## config.mk

```make
export PLATFORM = sky130hd
export DESIGN_NAME = seg_xlate
export DESIGN_NICKNAME = d
export VERILOG_FILES = /design/src/rtl/seg_xlate_pkg.sv /design/src/rtl/seg_limit_chk.sv /design/src/rtl/seg_perm_chk.sv /design/src/rtl/seg_addr_add.sv /design/src/rtl/seg_xlate.sv
export SDC_FILE = /design/constraint.sdc
export NUM_CORES = 1
export LEC_CHECK = 0
export ABC_AREA = 1
export ABC_CLOCK_PERIOD_IN_PS = 2550
export BUFFER_PORTS_ARGS = -buffer_cell sky130_fd_sc_hd__buf_2
export CORE_ASPECT_RATIO = 0.6
export CORE_UTILIZATION = 45
export DETAILED_ROUTE_END_ITERATION = 10
export GPL_TIMING_DRIVEN = 0
export PLACE_DENSITY = 0.74
export SKIP_LAST_GASP = 1
export SYNTH_ARGS = -nofsm -noshare
export SYNTH_HDL_FRONTEND = slang
export SYNTH_SLANG_ARGS = --single-unit
```

## constraint.sdc

```tcl
create_clock -name clk -period 2.55 [get_ports clk]
set_input_delay 0.255 -clock clk [delete_from_list [all_inputs] [get_ports clk]]
set_output_delay 0.255 -clock clk [all_outputs]
set_load 0.05 [all_outputs]
```

## src/rtl/seg_xlate_pkg.sv

```systemverilog
// Package: shared encodings for the segment translation stage.
// Assumes a 2-bit access kind and a 3-bit fault code on the top ports.
package seg_xlate_pkg;

    typedef enum logic [1:0] {
        ACC_READ     = 2'b00,
        ACC_WRITE    = 2'b01,
        ACC_FETCH    = 2'b10,
        ACC_READ_ALT = 2'b11
    } acc_kind_e;

    typedef enum logic [2:0] {
        FLT_NONE   = 3'd0,
        FLT_LIMIT  = 3'd1,
        FLT_WPROT  = 3'd2,
        FLT_RPROT  = 3'd3,
        FLT_XPROT  = 3'd4,
        FLT_ABSENT = 3'd5
    } fault_e;

endpackage

```

## src/rtl/seg_limit_chk.sv

```systemverilog
// Module: seg_limit_chk
// Decides whether an offset lies inside a segment's valid window.
// Handles byte and page granularity and both growth directions.
// Assumes ADDR_W = LIMIT_W + page shift, and SMALL_W <= ADDR_W.
module seg_limit_chk #(
    parameter int ADDR_W  = 32,
    parameter int LIMIT_W = 20,
    parameter int SMALL_W = 16
) (
    input  logic [ADDR_W-1:0]  offset,
    input  logic [LIMIT_W-1:0] limit,
    input  logic               gran,
    input  logic               big,
    input  logic               grows_down,
    output logic               in_range
);
    localparam int PAGE_SHIFT = ADDR_W - LIMIT_W;

    logic [ADDR_W-1:0] eff_limit;
    logic [ADDR_W-1:0] top_offset;

    // Scale the raw limit to bytes, filling the page remainder with ones.
    always_comb begin
        eff_limit = gran ? {limit, {PAGE_SHIFT{1'b1}}}
                         : {{PAGE_SHIFT{1'b0}}, limit};
    end

    // Pick the highest reachable offset, chosen by the default-size bit.
    generate
        if (SMALL_W >= ADDR_W) begin : g_full_small
            always_comb top_offset = {ADDR_W{1'b1}};
        end else begin : g_narrow_small
            always_comb top_offset = big ? {ADDR_W{1'b1}}
                                         : {{(ADDR_W-SMALL_W){1'b0}}, {SMALL_W{1'b1}}};
        end
    endgenerate

    // Compare the offset against the window for the segment's direction.
    always_comb begin
        if (grows_down)
            in_range = (offset > eff_limit) && (offset <= top_offset);
        else
            in_range = (offset <= eff_limit);
    end
endmodule

```

## src/rtl/seg_perm_chk.sv

```systemverilog
// Module: seg_perm_chk
// Checks an access kind against the segment type and its read/write bit.
// Assumes the caller gives limit and presence faults priority over this one.
module seg_perm_chk
    import seg_xlate_pkg::*;
(
    input  logic [1:0] kind,
    input  logic       is_code,
    input  logic       rw_bit,
    output fault_e     perm_fault
);
    // Apply the type rules for each access kind.
    always_comb begin
        unique case (acc_kind_e'(kind))
            ACC_WRITE: perm_fault = (is_code || !rw_bit) ? FLT_WPROT : FLT_NONE;
            ACC_FETCH: perm_fault = is_code ? FLT_NONE : FLT_XPROT;
            default:   perm_fault = (is_code && !rw_bit) ? FLT_RPROT : FLT_NONE;
        endcase
    end
endmodule

```

## src/rtl/seg_addr_add.sv

```systemverilog
// Module: seg_addr_add
// Forms the linear address as base plus offset, wrapping modulo 2^ADDR_W.
// Assumes the carry out is discarded on purpose.
module seg_addr_add #(
    parameter int ADDR_W = 32
) (
    input  logic [ADDR_W-1:0] base,
    input  logic [ADDR_W-1:0] offset,
    output logic [ADDR_W-1:0] sum
);
    // Add with a truncating width so the carry out is dropped.
    always_comb sum = base + offset;
endmodule

```

## src/rtl/seg_xlate.sv

```systemverilog
// Module: seg_xlate
// A one-cycle registered stage that turns a segment offset into a linear
// address, or reports why the access is refused.
// Assumes the descriptor fields are stable while acc_en is high, and that
// privilege checks happen elsewhere.
module seg_xlate
    import seg_xlate_pkg::*;
#(
    parameter int ADDR_W  = 32,
    parameter int LIMIT_W = 20,
    parameter int SMALL_W = 16
) (
    input  logic               clk,
    input  logic               rst_n,
    input  logic               acc_en,
    input  logic [1:0]         acc_kind,
    input  logic [ADDR_W-1:0]  offset,
    input  logic [ADDR_W-1:0]  seg_base,
    input  logic [LIMIT_W-1:0] seg_limit,
    input  logic               seg_gran,
    input  logic               seg_big,
    input  logic               seg_code,
    input  logic               seg_dir,
    input  logic               seg_rw,
    input  logic               seg_present,
    output logic [ADDR_W-1:0]  lin_addr,
    output logic               lin_valid,
    output logic [2:0]         fault
);
    logic              grows_down;
    logic              in_range;
    fault_e            perm_fault;
    fault_e            next_fault;
    logic [ADDR_W-1:0] sum;

    // The direction bit only applies to data segments.
    always_comb grows_down = seg_dir && !seg_code;

    seg_limit_chk #(
        .ADDR_W  (ADDR_W),
        .LIMIT_W (LIMIT_W),
        .SMALL_W (SMALL_W)
    ) u_limit (
        .offset     (offset),
        .limit      (seg_limit),
        .gran       (seg_gran),
        .big        (seg_big),
        .grows_down (grows_down),
        .in_range   (in_range)
    );

    seg_perm_chk u_perm (
        .kind       (acc_kind),
        .is_code    (seg_code),
        .rw_bit     (seg_rw),
        .perm_fault (perm_fault)
    );

    seg_addr_add #(
        .ADDR_W (ADDR_W)
    ) u_add (
        .base   (seg_base),
        .offset (offset),
        .sum    (sum)
    );

    // Rank the faults: absent first, then limit, then permission.
    always_comb begin
        if (!seg_present)
            next_fault = FLT_ABSENT;
        else if (!in_range)
            next_fault = FLT_LIMIT;
        else
            next_fault = perm_fault;
    end

    // Register the result. Idle cycles and refused accesses give a zero address.
    always_ff @(posedge clk) begin
        if (!rst_n) begin
            lin_addr  <= '0;
            lin_valid <= 1'b0;
            fault     <= FLT_NONE;
        end else if (acc_en) begin
            lin_valid <= (next_fault == FLT_NONE);
            fault     <= next_fault;
            lin_addr  <= (next_fault == FLT_NONE) ? sum : '0;
        end else begin
            lin_addr  <= '0;
            lin_valid <= 1'b0;
            fault     <= FLT_NONE;
        end
    end
endmodule

```

After elaboration in Yosys (flattened, before gate mapping)

Cells that the tools add are included.
Widths: inputs -> output; s select.

Flip-flop bits (word level): 36
Output and inout port bits: 36
Word-level logic and storage cells: 27

Reduce and logical (&&, ||, !) cells: 9
Multiplexer cells: 9
Equality and inequality tests: 2
$lt $le $gt $ge: 3
Add/sub/neg operators: 1

Operator list:

| operator           | count |
|---|---|
| $le 32x32->1       | 2 |
| $mux 32            | 2 |
| $add 32x32->32     | 1 |
| $gt 32x32->1       | 1 |
| $mux 3             | 3 |
| $pmux 3 s2         | 1 |
| $mux 2             | 2 |
| $logic_and 1x1->1  | 3 |
| $logic_not 3->1    | 1 |
| $reduce_and 3->1   | 1 |
| $eq 2x1->1 const B | 1 |
| $eq 2x2->1 const B | 1 |
| $logic_not 1->1    | 2 |
| $reduce_and 2->1   | 1 |
| $logic_or 1x1->1   | 1 |
| $mux 1             | 1 |

Logic depth before layout (Yosys ltp)

Depth after elaboration: 8
Depth in mapped cells: 20
Depth with buffers taken out: 19

By module

From an unflattened synthesis, not the netlist that was laid out.

Cells, all modules: 838
Area, all modules: 5127.4 µm²

By module, submodules not included:

| module        | cells an instance | area an instance (µm²) | times used | seq. area each (µm²) |
|---|---|---|---|---|
| seg_addr_add  | 494               | 2384.8                 | 1          | 0.0 |
| seg_limit_chk | 210               | 1380.1                 | 1          | 0.0 |
| seg_xlate     | 120               | 1288.7                 | 1          | 720.7 |
| seg_perm_chk  | 14                | 73.8                   | 1          | 0.0 |

Worst setup path after synthesis

Ideal clock, no wire load.

Kind: input to register
Start: in seg_gran
End: reg lin_addr[5]
Data required time: 2.488 ns
Stages on the path: 18
Path slack: 0.168 ns
Arrival: 2.319 ns
Cell sequence: clkbuf_1 > clkbuf_1 > mux2i_1 > ha_1 > nand2_1 > nand2_1 > nand3_1 > nand2_1 > nand2_1 > nand2_1 > a21oi_1 > nand2_1 > nand2_1 > nand2_1 > nand2_2 > nand4_4 > buf_6 > nor2_2

Longest elaborated chain between the ends: 8
Elaborated cells on any way between the ends: 9
Classes of those cells: order compare: 2; mux: 4; reduce/logical: 3

Ends and longest elaborated chain:

| element                        | RTL line            | text |
|---|---|---|
| start, declared                | seg_xlate.sv:20     | `input logic seg_gran,` |
| $mux 32 (*)                    | seg_limit_chk.sv:24 | `eff_limit = gran ? {limit, {PAGE_SHIFT{1'b1}}}` |
| $gt 32x32->1                   | seg_limit_chk.sv:41 | `in_range = (offset > eff_limit) && (offset <= top_offset);` |
| $logic_and 1x1->1              | seg_limit_chk.sv:41 |  |
| $mux 1 (*)                     | seg_limit_chk.sv:40 | `if (grows_down)` |
| $mux 3 (*)                     | seg_xlate.sv:71     | `else if (!in_range)` |
| $mux 3 (*)                     | seg_xlate.sv:69     | `if (!seg_present)` |
| $logic_not 3->1 (*)            | seg_xlate.sv:86     | `lin_addr <= (next_fault == FLT_NONE) ? sum : '0;` |
| $reduce_and 3->1 (no line) (*) | -                   |  |
| end signal, assigned           | seg_xlate.sv:86     |  |
| end, declared                  | seg_xlate.sv:26     | `output logic [ADDR_W-1:0] lin_addr,` |

Mark *: on every way between the ends. The rest lies on a longest branch, timed or not.
A chain may end at the register's enable or synchronous reset.

Worst setup path after layout

Start: in seg_gran
End: reg lin_addr[26]

Same word-level chain as after synthesis.

==> run summary <==
hold crit path type -> in2reg
CP arrival -> 2.54 ns
VDD IR max -> 0.000302 V
IO Port Bufs -> 129
Logic pwr share -> 43.6%
Die ar. -> 10,400 um^2
sequential share of power -> 25.6%
Hold Fails Final Rpt -> 0
worst hold path depth -> 2
total CTS buffers -> 5
final setup fails -> 0
Worst Setup End Kind -> register
Fmax -> 432 MHz
DRC -> 0
Sw Share -> 38.8%
Layout area overhead -> 22.0%
Sum Neg Setup Slack -> 0 ns
antenna violations before repair -> 0
Non-Filler Cell Area, Final -> 5480 um^2
Ys Warns -> 0
vias in the first global route -> 4,668
Post-DRT Antenna Nets -> 0
final-report max-slew violation count -> 0
DRT iter0 DRCs -> 338
Placed Cells -> 940
CP Launch Type -> input port
pin count of the biggest net entering global routing -> 17
Post-CTS Setup Bufs -> 0
Clock Pin Slew Worst Setup and Hold Paths -> 0.06 ns
Worst EP required -> 2.77 ns
critical path class -> in2reg
pre-CTS setup slack -> -0.421 ns
Int Pwr -> 1.38 mW
GRT Util Overall -> 29.0%
setup ws final -> 0.233 ns
DRT Wirelength -> 14,400 um
dpl hpwl -> 12,700 um
RePlAce Congestion -> 0.976
share of post-route cells with drive strength above 1 -> 22.9%
Lkg Pwr -> 3.03 nW
clock power share -> 30.8%
I/O pins -> 131
Min Clock Period, post-route -> 2.32 ns
register area share after synthesis -> 16.0%
Max-slew headroom -> 61.7%
CTS sink cnt -> 36
vias per cell -> 5.21
register bit total from synthesis -> 36
first-pass GRT wire length -> 22,900 um
Die W -> 131 um
fill cell count -> 955
Synth Cell Area -> 4490 um^2
status -> complete, no violations
vias -> 4,937
CTS tree -> built
syn nets -> 858
CORE AREA -> 9430 um^2
Power Dens Cells -> 413 nW/um^2
ant diodes -> 0
Final period util -> 90.9%
initial core utilization -> 47.6%
quantity of hold-fixing buffers added after cts -> 0
# nets final -> 994
clock buffer depth -> 2
Die Span Y -> 79.4 um
unrepaired setup endpoints after global routing -> no
critical path fanouts, max -> 10
Avg Inst Size Synth -> 6.59 um^2
Rows -> 27
drt wl/cell -> 15.2 um
Max Cap Viol -> 0
DP Area -> 5300 um^2
Root Driver -> clkbuf_16
drt pass-1 iters -> 5
Worst Max-Slew Pin Slew -> 0.574 ns
final cell count without fillers -> 948
GRT overflow -> 0
post-synthesis cell count -> 681
Net Sw Power -> 0.879 mW
Tot Pwr -> 2.26 mW
H-tree depth -> 2
post-synth cell types -> 33
==> metrics by stage <==
step | hold slack (ns) | utilization, %
after global routing | 0.233 | 58.1
final | 0.233 | 58.1
after global placement | 0.512 | 56.2
after floorplan | 0.348 | -
after CTS | 0.232 | 58.0
after detailed placement | 0.528 | 56.2
==> synthesized netlist by cell type (all sizes together) <==
master	count	area [um^2]
a211oi	1	7.51
inv	93	349
nand4	19	134
dfxtp	36	721
a21boi	3	26.3
or2	1	6.26
a21o	5	37.5
buf	3	33.8
a21oi	52	260
xor2	22	193
nand3	23	120
nor3	8	40.0
nor2	101	457
ha	81	1010
mux2i	8	80.1
o21a	2	15.0
o21ai	31	166
a31oi	7	43.8
fa	1	20.0
clkbuf	4	15.0
nand3b	3	22.5
o211ai	3	22.5
xnor2	3	26.3
nand2	167	637
o21bai	3	22.5
nor4	1	21.3
==> critical path, cell delays in order <==
cell	delay [ns]
clkbuf_2	0.13
buf_4	0.18
nand2_1	0.13
ha_1	0.32
nand2_1	0.08
nor2_2	0.15
nand2_2	0.10
nor4_4	0.22
nand3b_1	0.22
nand2_1	0.11
nand2_1	0.06
nand2_2	0.13
nand4_4	0.15
buf_6	0.21
nor2_2	0.09
==> metal layers <==
layer	GRT usage, %	routed length [um]	vias to the layer above
met2	44.5	5600	208
met5	0	0	-
met4	2.99	70	0
met1	42.3	7510	2199
li1	-	-	2518
met3	6.43	1240	12
==> state kept, by name, summed over array words and instances, names as in the netlist <==
name and count:
lin_valid 1, fault 3, lin_addr 32
==> cell families (layout without fill, tap and decap cells) <==
logic type	Yosys count	after routing	share of synthesized area, %
buf+inv	100	237	8.86
compound gates	107	107	13.4
xor+xnor	25	25	4.88
fa+ha+maj	82	82	23.0
mux	8	8	1.78
flops	36	36	16.0
simple gates	323	323	32.0
==> power by group through the flow <==
stage	logic, mW	clock network, mW	registers [mW]
floorplan	0.620	0	0.642
global placement	0.943	0	0.592
detailed placement	0.966	0	0.592
CTS	0.971	0.704	0.580
global route	1.11	0.735	0.581
finish	0.986	0.697	0.580
==> layout by cell type (no fill, tap or decap), drive strengths merged, types with 2 or more instances in the layout <==
cell    instances
nand2         167
buf           133
nor2          101
inv            93
ha             81
a21oi          52
dfxtp          36
o21ai          31
nand3          23
xor2           22
nand4          19
nor3            8
mux2i           8
clkbuf          8
a31oi           7
a21o            5
o21bai          3
nand3b          3
xnor2           3
o211ai          3
a21boi          3
o21a            2
==> timing repair <==
| action | 4_1_cts | 5_1_grt |
|---|---|---|
| setup endpoints to repair | 30 | 30 |
| pin swaps | 0 | 1 |
| cloned | 0 | 0 |
| gates resized for setup | 3 | 8 |
==> area by class of cell <==
cell class / count / area, um^2 / share of cell area (%)
plain buffers: 7 / 61.3 / 1.12
clock buffers: 5 / 125 / 2.28
clock inverters: 3 / 42.5 / 0.776
inverters: 93 / 349 / 6.37
multi-input cells: 545 / 3370 / 61.5
flip-flops and latches: 36 / 721 / 13.2
well taps: 130 / 163 / 2.97
repair buffers: 129 / 646 / 11.8
==> final timing paths <==
kind	startpoint	slack (ns)	to
max	seg_gran	0.23	lin_addr[26]
min	seg_present	0.23	fault[2]
Power figures use the tool's default switching activity.
